File: src/rtl/isg_pkg.sv
package isg_pkg;
  typedef enum logic {
    ST_ARMED = 1'b0,
    ST_SPENT = 1'b1
  } arm_state_e;
endpackage

File: src/rtl/isg_line_watch.sv
module isg_line_watch (
  input  logic scl_in,
  input  logic sda_in,
  output logic any_low,
  output logic all_high
);
  always_comb begin
    any_low  = !scl_in || !sda_in;
    all_high = scl_in && sda_in;
  end
endmodule

File: src/rtl/isg_hold_counter.sv
module isg_hold_counter #(
  parameter int unsigned LIMIT = 20
) (
  input  logic clk,
  input  logic rst_n,
  input  logic run,
  output logic at_last
);
  localparam int unsigned CW = (LIMIT > 2) ? $clog2(LIMIT) : 1;
  localparam logic [CW-1:0] LAST = CW'(LIMIT - 1);

  logic [CW-1:0] cnt_q;

  always_comb at_last = (cnt_q == LAST);

  always_ff @(posedge clk or negedge rst_n) begin
    if (!rst_n) begin
      cnt_q <= '0;
    end else if (!run) begin
      cnt_q <= '0;
    end else if (!at_last) begin
      cnt_q <= cnt_q + 1'b1;
    end
  end
endmodule

File: src/rtl/isg_fire_ctl.sv
module isg_fire_ctl
  import isg_pkg::*;
(
  input  logic clk,
  input  logic rst_n,
  input  logic run,
  input  logic at_last,
  input  logic all_high,
  output logic armed,
  output logic pulse
);
  arm_state_e st_q;
  logic       fire;

  always_comb begin
    armed = (st_q == ST_ARMED);
    fire  = run && at_last;
  end

  always_ff @(posedge clk or negedge rst_n) begin
    if (!rst_n) begin
      st_q  <= ST_ARMED;
      pulse <= 1'b0;
    end else begin
      pulse <= fire;
      if (fire) begin
        st_q <= ST_SPENT;
      end else if (all_high) begin
        st_q <= ST_ARMED;
      end
    end
  end
endmodule

File: src/rtl/i2c_stuck_guard.sv
module i2c_stuck_guard #(
  parameter int unsigned TIMEOUT_CYC = 2_600_000,
  parameter int unsigned WIN_LO_CYC  = 2_000_000,
  parameter int unsigned WIN_HI_CYC  = 3_300_000
) (
  input  logic clk,
  input  logic rst_n,
  input  logic scl_in,
  input  logic sda_in,
  input  logic guard_en,
  output logic engine_rst
);
  generate
    if (TIMEOUT_CYC < WIN_LO_CYC || TIMEOUT_CYC > WIN_HI_CYC || TIMEOUT_CYC < 2) begin : g_bad_timeout
      $error("i2c_stuck_guard: TIMEOUT_CYC outside permitted window (R7)");
    end
  endgenerate

  logic any_low;
  logic all_high;
  logic armed;
  logic run;
  logic at_last;

  isg_line_watch u_watch (
    .scl_in  (scl_in),
    .sda_in  (sda_in),
    .any_low (any_low),
    .all_high(all_high)
  );

  always_comb run = guard_en && any_low && armed;

  isg_hold_counter #(.LIMIT(TIMEOUT_CYC)) u_cnt (
    .clk    (clk),
    .rst_n  (rst_n),
    .run    (run),
    .at_last(at_last)
  );

  isg_fire_ctl u_fire (
    .clk     (clk),
    .rst_n   (rst_n),
    .run     (run),
    .at_last (at_last),
    .all_high(all_high),
    .armed   (armed),
    .pulse   (engine_rst)
  );
endmodule

File: config.mk
export PLATFORM = sky130hd
export DESIGN_NAME = i2c_stuck_guard
export DESIGN_NICKNAME = d
export VERILOG_FILES = /design/src/rtl/isg_pkg.sv /design/src/rtl/isg_line_watch.sv /design/src/rtl/isg_hold_counter.sv /design/src/rtl/isg_fire_ctl.sv /design/src/rtl/i2c_stuck_guard.sv
export SDC_FILE = /design/constraint.sdc
export NUM_CORES = 1
export LEC_CHECK = 0
export ABC_AREA = 1
export BUFFER_PORTS_ARGS = -buffer_cell sky130_fd_sc_hd__clkbuf_2
export CORE_ASPECT_RATIO = 1.75
export CORE_MARGIN = 2
export CORE_UTILIZATION = 50
export DETAILED_ROUTE_END_ITERATION = 6
export PLACE_DENSITY = 0.67
export SKIP_LAST_GASP = 1
export SYNTH_ARGS = -nofsm -noshare
export SYNTH_HDL_FRONTEND = slang
export SYNTH_HIERARCHICAL = 1
export SYNTH_SLANG_ARGS = --single-unit
File: constraint.sdc
create_clock -name clk -period 1.58 [get_ports clk]
set_input_delay 0.316 -clock clk [delete_from_list [all_inputs] [get_ports clk]]
set_output_delay 0.316 -clock clk [all_outputs]
set_load 0.03 [all_outputs]
==> results.toml <==
[status]
status = "finished clean"

[finish]
fin_area_um2 = 1619
finish.net_count = 230
drive_gt1_share_pct = 17.94
final_util_pct = 55.92
final_cell_mix = "52 x nand2_1, 31 x nor2_1, 27 x inv_1, 24 x nand3_1, 24 x dfrtp_1"
diodes = 0
area_delta_synth_final_pct = 8.103
layout_commonest_cell = "nand2_1"

[synth]
syn_avg_cell_area_um2 = 6.999
synthCells = 214
syn_area_um2 = 1498
synth_nets = 220
yosysTopAreaCell = "dfrtp_1"
seq_area_frac_synth_pct = 40.10
ys_ff_latch = 24
synth.area.top_cells = "dfrtp_1 40%, nand2_1 13%, nand3_1 8.0%, nor2_1 7.8%, inv_1 6.8%"
ys.warnings.count = 6
synth.distinct_cells = 25
synth_top_area_share_pct = 40.10

[global_route]
first_global_vias = 1272
antenna_found_initial = 0
grt_usage_pct = 20.43
overflow = 0
grt_pass1_wl_mm = 5.340
grt_max_degree = 25

[placement]
hpwl_mm = 2.513
dp_slack_ps = 186.0
dpl-instance-area_um2 = 1564
gp_congestion = 0.8824
port-buffer-count = 5

[pwr]
p_per_area_nw_per_um2 = 670.2
peakVddDrop_v = 0.0006009
power.leakage_nw = 0.7981

[detailed_routing]
first_iter_violations = 31
wirelength_mm = 3.176
drc_errors = 0
final_antenna_net_count = 0
routedWlPerCell_um = 12.65
dr_total_vias = 1328
avgViaCountPerCell = 5.291
dr.pass1.iters = 4

[worst_setup_path]
endpoint_kind = "flop"
critPathLaunchType = "flop"
cp.required_ps = 1780
critPathKind = "reg2reg"
crit_fanout = 4
cp.arrival_ps = 1610

[cts]
cts.root.buffer_cell = "clkbuf_8"
clk_pin_slew_ps = 80
cts_setup_buffers = 0
cts_sinks = 24
numCtsBuffers = 3
cts_tree = "built"
cts_resized = 0
clkLatencyLatePin_ps = 260
cts.htree.levels = 1
clk_path_buf_depth = 2
hold_buffers = 0

[flow_run]
max-cap-violations = 0

[timing]
finalSetupViolCount = 0
fmax_mhz = 710.2
maxSlewHeadroom_pct = 59.59
worst_slew_pin_slew_ps = 606.2
timing.final.crit_period_ps = 1408
finalCritPeriodShare_pct = 89.12
hold_viol_final = 0
rsz0062_at_grt = "false"
slew_violations = 0
worst_clock_skew_ps = 3.237
setup_ws_ps = 172.0
tns_ps = 0

[min_path]
hold_class = "in2async"

[floorplan]
boundaryPins = 6
die_y_um = 76.40
rows = 26
core_region_area_um2 = 2895
initial_utilization_pct = 51.73
dieArea_um2 = 3466
chipWidth_um = 45.37
## layer usage
layer	track usage [%]	vias to the layer above	part of all wire, %
met3	2.133	8	1.1
li1	-	684	-
met5	0	-	0
met4	8.824	0	3.1
met2	36.57	16	54
met1	22.69	620	42
## synthesized netlist by cell type, drive strengths merged
library cell / n
and2: 1
nand2: 60
xnor2: 1
nor4: 1
or2: 3
nand4: 3
o21ai: 4
inv: 32
dfrtp: 24
nor3: 1
nand3: 26
xor2: 3
nor2: 42
o21bai: 1
nand3b: 1
ha: 1
buf: 2
a21oi: 8
## power breakdown
part / switching, mW / total, mW / internal [mW]
Combinational: 0.0374 / 0.0533 / 0.0160
Clock: 0.187 / 0.408 / 0.222
Sequential: 0.00522 / 0.623 / 0.618
Total: 0.229 / 1.09 / 0.856
## stage by stage
stage	cells	power, mW	hold WS (ps)
final	251	1.085	46.15
after global routing	251	1.135	90.34
after CTS	251	1.102	64.09
after detailed placement	247	0.6905	349.6
after global placement	247	0.6883	344.5
after floorplan	214	0.6627	20.41
## cells by family (layout without fill, tap and decap cells)
logic type / after synthesis / after routing / synth area share [%]
AO/OA/AOI/OAI: 13 / 13 / 4.512
XOR/XNOR: 4 / 4 / 2.340
adder cells (fa/ha/maj): 1 / 1 / 0.8353
buffers and inverters: 34 / 43 / 8.605
flip-flops: 24 / 24 / 40.10
AND/OR/NAND/NOR: 138 / 138 / 43.61
## flip-flops by register name, summed over array words and instances (netlist names)
name,flops
u_cnt/cnt_q,22
u_fire/pulse,1
u_fire/st_q,1
## final cells by class
| class | instances | area, um^2 |
|---|---|---|
| well taps | 28 | 35.03 |
| repair buffers | 7 | 40.04 |
| fillers | 295 | 1276 |
| inverters | 32 | 120.1 |
| multi-input cells | 156 | 768.2 |
| flip-flops and latches | 24 | 600.6 |
| clock buffers | 4 | 55.05 |
## worst paths after layout
kind / startpoint / cells past startpoint / endpoint / slack (ps)
max: u_cnt/cnt_q[0]$_DFFE_PN0P_ / 7 / u_fire/st_q$_DFFE_PN0P_ / 170
min: rst_n / 1 / u_cnt/cnt_q[19]$_DFFE_PN0P_ / 50
max reg2reg: u_cnt/cnt_q[0]$_DFFE_PN0P_ / 7 / u_fire/st_q$_DFFE_PN0P_ / 170
min reg2reg: u_fire/st_q$_DFFE_PN0P_ / 2 / u_fire/st_q$_DFFE_PN0P_ / 480
max in group asynchronous: rst_n / 1 / u_cnt/cnt_q[8]$_DFFE_PN0P_ / 1130
min in group clk: sda_in / 6 / u_fire/st_q$_DFFE_PN0P_ / 380
## worst max-delay path, cell delays in order (launching register included)
cell and delay (ps):
dfrtp_1 410, ha_1 190, nand3_1 130, nor2_2 160, inv_1 50, nor4_1 230
nand2_1 100, nand2_1 80
(Power assumes the default switching activity.)
